==> config.mk <==
export PLATFORM = sky130hd
export DESIGN_NAME = perf_slot
export DESIGN_NICKNAME = d
export VERILOG_FILES = /design/src/rtl/perf_slot.sv
export SDC_FILE = /design/constraint.sdc
export NUM_CORES = 1
export LEC_CHECK = 0
export BUFFER_PORTS_ARGS = -buffer_cell sky130_fd_sc_hd__buf_4
export CAP_MARGIN = 20
export CORE_ASPECT_RATIO = 1.75
export CORE_MARGIN = 2
export CORE_UTILIZATION = 57
export CTS_CLUSTER_DIAMETER = 80
export DETAILED_ROUTE_END_ITERATION = 10
export GPL_TIMING_DRIVEN = 0
export PLACE_DENSITY = 0.85
export REMOVE_ABC_BUFFERS = 1
export SLEW_MARGIN = 40
export SYNTH_ARGS = -nofsm -noshare
export SYNTH_HDL_FRONTEND = slang
export SYNTH_SLANG_ARGS = --single-unit
export TNS_END_PERCENT = 100
==> constraint.sdc <==
create_clock -name clk -period 17.21 [get_ports clk]
set_input_delay 1.721 -clock clk [delete_from_list [all_inputs] [get_ports clk]]
set_output_delay 1.721 -clock clk [all_outputs]
set_load 0.1 [all_outputs]
==> src/rtl/perf_slot.sv <==
module perf_slot #(
  parameter int NUM_EVT = 8,
  parameter int EVT_W   = 6
) (
  input  logic                     clk,
  input  logic                     rst_n,
  input  logic [NUM_EVT*EVT_W-1:0] evt_cnt,
  input  logic [1:0]               priv,
  input  logic                     virt,
  input  logic                     inhibit_all,
  input  logic                     sel_we,
  input  logic [63:0]              sel_wdata,
  input  logic                     cnt_we,
  input  logic [63:0]              cnt_wdata,
  output logic [63:0]              sel_rdata,
  output logic [63:0]              cnt_rdata
);
  localparam int IDX_W = 10;
  localparam int OP_W  = 5;
  localparam int CMB_W = EVT_W + 2;
  localparam logic [OP_W-1:0] OP_OR = 5'd0, OP_AND = 5'd1, OP_XOR = 5'd2, OP_ADD = 5'd4;

  logic [4*IDX_W-1:0] idx_q;
  logic [3*OP_W-1:0]  ops_q;
  logic [4:0]         inh_q;
  logic               of_q;
  logic [63:0]        cnt_q;

  logic [EVT_W-1:0] pick [4];
  logic [CMB_W-1:0] lo, hi, cmb;
  logic             mode_inh, count_en, hw_of;
  logic [64:0]      sum;
  logic             unused_wbits;

  assign unused_wbits = &{1'b0, sel_wdata[57:55]};

  function automatic logic op_legal(input logic [OP_W-1:0] c);
    return (c == OP_OR) || (c == OP_AND) || (c == OP_XOR) || (c == OP_ADD);
  endfunction

  function automatic logic [CMB_W-1:0] apply_op(input logic [OP_W-1:0] c,
                                                input logic [CMB_W-1:0] a,
                                                input logic [CMB_W-1:0] b);
    case (c)
      OP_OR:   return a | b;
      OP_AND:  return a & b;
      OP_XOR:  return a ^ b;
      OP_ADD:  return a + b;
      default: return '0;
    endcase
  endfunction

  function automatic logic [EVT_W-1:0] sel_evt(input logic [IDX_W-1:0] idx,
                                               input logic [NUM_EVT*EVT_W-1:0] v);
    logic [EVT_W-1:0] r;
    r = '0;
    for (int i = 0; i < NUM_EVT; i++)
      if (idx == IDX_W'(i)) r = v[i*EVT_W +: EVT_W];
    return r;
  endfunction

  for (genvar k = 0; k < 4; k++) begin : g_pick
    assign pick[k] = sel_evt(idx_q[k*IDX_W +: IDX_W], evt_cnt);
  end

  assign lo  = apply_op(ops_q[0 +: OP_W], CMB_W'(pick[0]), CMB_W'(pick[1]));
  assign hi  = apply_op(ops_q[OP_W +: OP_W], CMB_W'(pick[2]), CMB_W'(pick[3]));
  assign cmb = apply_op(ops_q[2*OP_W +: OP_W], lo, hi);

  always_comb begin
    case ({virt, priv})
      3'b011, 3'b111: mode_inh = inh_q[4];
      3'b001:         mode_inh = inh_q[3];
      3'b000:         mode_inh = inh_q[2];
      3'b101:         mode_inh = inh_q[1];
      3'b100:         mode_inh = inh_q[0];
      default:        mode_inh = 1'b0;
    endcase
  end

  assign count_en = !inhibit_all && !mode_inh && (cmb != '0);
  assign sum      = {1'b0, cnt_q} + 65'(cmb);
  assign hw_of    = count_en && !cnt_we && sum[64];

  always_ff @(posedge clk) begin
    if (!rst_n) begin
      idx_q <= '0;
      ops_q <= '0;
      inh_q <= '0;
      of_q  <= 1'b0;
      cnt_q <= '0;
    end else begin
      if (cnt_we)        cnt_q <= cnt_wdata;
      else if (count_en) cnt_q <= sum[63:0];
      if (sel_we) begin
        idx_q <= sel_wdata[4*IDX_W-1:0];
        for (int k = 0; k < 3; k++)
          if (op_legal(sel_wdata[4*IDX_W + k*OP_W +: OP_W]))
            ops_q[k*OP_W +: OP_W] <= sel_wdata[4*IDX_W + k*OP_W +: OP_W];
        inh_q <= sel_wdata[62:58];
        of_q  <= of_q & sel_wdata[63];
      end else if (hw_of) begin
        of_q <= 1'b1;
      end
    end
  end

  assign sel_rdata = {of_q, inh_q, 3'b000, ops_q, idx_q};
  assign cnt_rdata = cnt_q;

  AST_OP_LEGAL: assert property (@(posedge clk) disable iff (!rst_n)
    op_legal(ops_q[0 +: OP_W]) && op_legal(ops_q[OP_W +: OP_W]) && op_legal(ops_q[2*OP_W +: OP_W]));
  AST_OF_STICKY: assert property (@(posedge clk) disable iff (!rst_n)
    of_q && !sel_we |=> of_q);
  AST_OF_NO_SW_SET: assert property (@(posedge clk) disable iff (!rst_n)
    (sel_we || cnt_we) && !of_q |=> !of_q);
  AST_CNT_WRITE: assert property (@(posedge clk) disable iff (!rst_n)
    cnt_we |=> cnt_q == $past(cnt_wdata));
  AST_INHIBIT_HOLD: assert property (@(posedge clk) disable iff (!rst_n)
    inhibit_all && !cnt_we |=> $stable(cnt_q));
  AST_ZERO_HOLD: assert property (@(posedge clk) disable iff (!rst_n)
    (cmb == '0) && !cnt_we |=> $stable(cnt_q));
endmodule

==> impl_metrics.py <==
metrics = {
    "floorplan": {
        "ioPinCount": 312,
        "die_w_um": 104,
        "start_util_pct": 57.6,
        "coreArea_mm2": 0.0174,
        "die_area_mm2": 0.0187,
        "die_y_um": 179,
        "rows": 64,
    },
    "placed_design": {
        "port_buffers": 305,
        "place_area_mm2": 0.0124,
        "place.detailed.hpwl_um": 25500,
        "gp_congestion": 1.02,
    },
    "worst_setup_path": {
        "cp-start-kind": "register",
        "required_ns": 17.53,
        "end_kind": "register",
        "cp_max_fo": 11,
        "path_class": "register to register",
        "worst_ep_arrival_time_ns": 8.47,
    },
    "route": {
        "routed_wl_um": 33800,
        "dr.pass1.iters": 5,
        "via_per_inst": 6.25,
        "drtAntennaViolNets": 0,
        "drtIter0Drc": 543,
        "drc": 0,
        "wl_per_cell_um": 20.1,
        "vias": 10517,
    },
    "timing": {
        "timing.final.crit_share_pct": 47.4,
        "period_needed_ns": 8.15,
        "fin_skew_ns": 0.0113,
        "slew_headroom_pct": 43.0,
        "worst_pin_slew_ns": 0.848,
        "tns_ns": 0,
        "hold_viol_final": 0,
        "setup_viol": 0,
        "rsz0062_at_grt": "no",
        "maxSlewViolCount": 0,
        "fmaxAchievable_mhz": 123,
    },
    "clock_network": {
        "cts_root_buf": "clkbuf_16",
        "htree_levels": 4,
        "cts_tree": "done",
        "cts_resized": 0,
        "clock_path_buffers": 2,
        "post-cts-setup-buffer-count": 0,
        "holdBufCountCts": 0,
        "cts.sinks": 125,
        "numCtsBuffers": 17,
        "clkLatencyLatePin_ns": 0.43,
        "clk_pin_slew_worst_paths_ns": 0.06,
    },
    "yosys": {
        "async_flop_share_pct": 0,
        "yosys-top-cells-area": "dfxtp_1 (25%), mux2i_1 (8.2%), mux4_2 (5.9%)",
        "synth_area_leader_cell": "dfxtp_1",
        "synth_seq_cells": 125,
        "ys_types": 83,
        "synth_top_area_share_pct": 25.0,
        "yosys_most_used_dff": "dfxtp_1",
        "synth_area_mm2": 0.0100,
        "synth.avg_cell_area_um2": 8.49,
        "ys_seq_area_share_pct": 25.0,
        "synth_warnings": 0,
        "syn_inst": 1179,
        "synth_edf_count": 0,
    },
    "layout": {
        "nFillCells": 1262,
        "postLayoutCellArea_mm2": 0.0131,
        "area_delta_synth_final_pct": 30.7,
        "diodes": 0,
        "fin_nets": 1673,
        "drive_gt1_share_pct": 29.1,
    },
    "grt": {
        "globalRouteOverflowTotal": 0,
        "antenna_found_initial": 0,
        "grt_start_max_net_pins": 137,
        "grt_pass1_wl_um": 52300,
        "grt.total_usage_pct": 35.1,
        "grt_pass1_vias": 10177,
    },
    "outcome": {
        "status": "completed",
    },
    "min_path": {
        "hp-class": "register to register",
    },
    "power": {
        "p_leak_nw": 5.70,
        "fin_total_pwr_mw": 1.17,
        "peakVddDrop_uv": 80.5,
        "cellPowerDensity_mw_per_mm2": 89.6,
    },
    "run": {
        "drv_cap": 0,
    },
}
## worst paths after layout
path	endpoint	slack (ns)	depth (start not counted)	start
setup / recovery	cnt_rdata[41]$_SDFFE_PN0P_	9.06	24	idx_q[35]$_SDFFE_PN0P_
hold / removal	ops_q[9]$_SDFFE_PN0P_	0.52	1	ops_q[9]$_SDFFE_PN0P_
setup reg to reg	cnt_rdata[41]$_SDFFE_PN0P_	9.06	24	idx_q[35]$_SDFFE_PN0P_
hold reg to reg	ops_q[9]$_SDFFE_PN0P_	0.52	1	ops_q[9]$_SDFFE_PN0P_
## sequential cells by signal (all words and copies together), names as in the netlist
name	flops
idx_q	40
of_q	1
ops_q	15
cnt_rdata	64
inh_q	5
## cells in the mapped netlist (5+ instances only)
cell type,n
mux2i_1,82
mux4_2,26
nand3_1,29
clkbuf_1,55
nand2_1,72
and3_1,19
nand3b_1,9
a211o_1,7
xor2_1,5
and3b_1,11
buf_1,7
and2_1,8
inv_1,72
and4_1,9
nor4_1,9
a211oi_1,21
ha_1,46
or3_1,11
nand2b_1,20
or4_1,7
buf_2,8
mux2_2,9
nand4_1,23
a21o_1,19
o22ai_1,5
a221o_1,6
o21ai_1,7
xnor2_1,36
a21oi_1,64
nor3_1,16
nor2b_1,73
nor2_1,39
a2111oi_2,6
o311a_1,8
o21ai_0,91
dfxtp_1,125
a22o_1,7
a31oi_1,23
## final cells by class
cell class,count,area (um2),share of cell area [%]
Tap cell,231,289,2.21
Clock inverter,15,185,1.42
Sequential cell,125,2510,19.2
Clock buffer,17,425,3.25
Inverter,73,279,2.13
Timing Repair Buffer,315,2410,18.4
Multi-Input combinational cell,907,6980,53.4
## worst max-delay path, stage by stage (launching register included)
cell,delay (ns)
dfxtp_1,0.35
or4_1,0.55
nor4_1,0.58
nand2_1,0.24
nor3_1,0.67
nand2_1,0.10
o21ai_0,0.10
a211o_1,0.19
fa_1,0.42
a222oi_1,0.63
inv_1,0.10
ha_1,0.32
a21o_1,0.21
a2111oi_0,0.38
o21ai_0,0.16
o311ai_2,0.15
ha_1,0.27
o21ai_0,0.13
o211ai_1,0.20
a31oi_1,0.16
o21bai_2,0.53
nand2_1,0.38
a211oi_2,0.71
a31oi_1,0.19
o311a_1,0.31
## where the power goes
part / switching (mW) / leakage [nW] / internal (mW)
logic: 0.297 / 4.37 / 0.155
clock network: 0.151 / 0.289 / 0.230
registers: 0.0303 / 1.03 / 0.308
total: 0.478 / 5.70 / 0.693
## layout by cell type, fill, tap and decap left out, drive strengths merged, types with 36 or more instances in the layout
master  instances
buf           314
mux2i          82
inv            77
o21ai          98
dfxtp         125
a21oi          66
nand2          72
nor2           39
xnor2          36
ha             46
nor2b          73
## kinds of logic after synthesis
group / after synthesis / synth area share, %
compound gates: 319 / 22.0
fa+ha+maj: 53 / 6.85
buf+inv: 149 / 5.99
mux: 117 / 15.1
other cells: 1 / 0.0375
flops: 125 / 25.0
simple gates: 374 / 21.5
xor+xnor: 41 / 3.59
## routing by layer
metal | wire length [um] | global-route usage, %
met1 | 11700 | 35.4
met2 | 17900 | 65.8
met3 | 1950 | 5.49
met4 | 2270 | 24.1
met5 | 0 | 0
## through the flow
step | hold WS (ns) | setup slack [ns] | util, % | instances
4_1_cts | 0.531 | 9.12 | 75.1 | 1683
3_3_place_gp | 0.502 | 8.02 | 70.6 | 1641
2_1_floorplan | 0.964 | 9.54 | - | 1105
5_1_grt | 0.552 | 8.66 | 75.3 | 1683
6_report | 0.525 | 9.06 | 75.3 | 1683
3_5_place_dp | 0.510 | 8.89 | 71.6 | 1651
(Power assumes the default switching activity.)
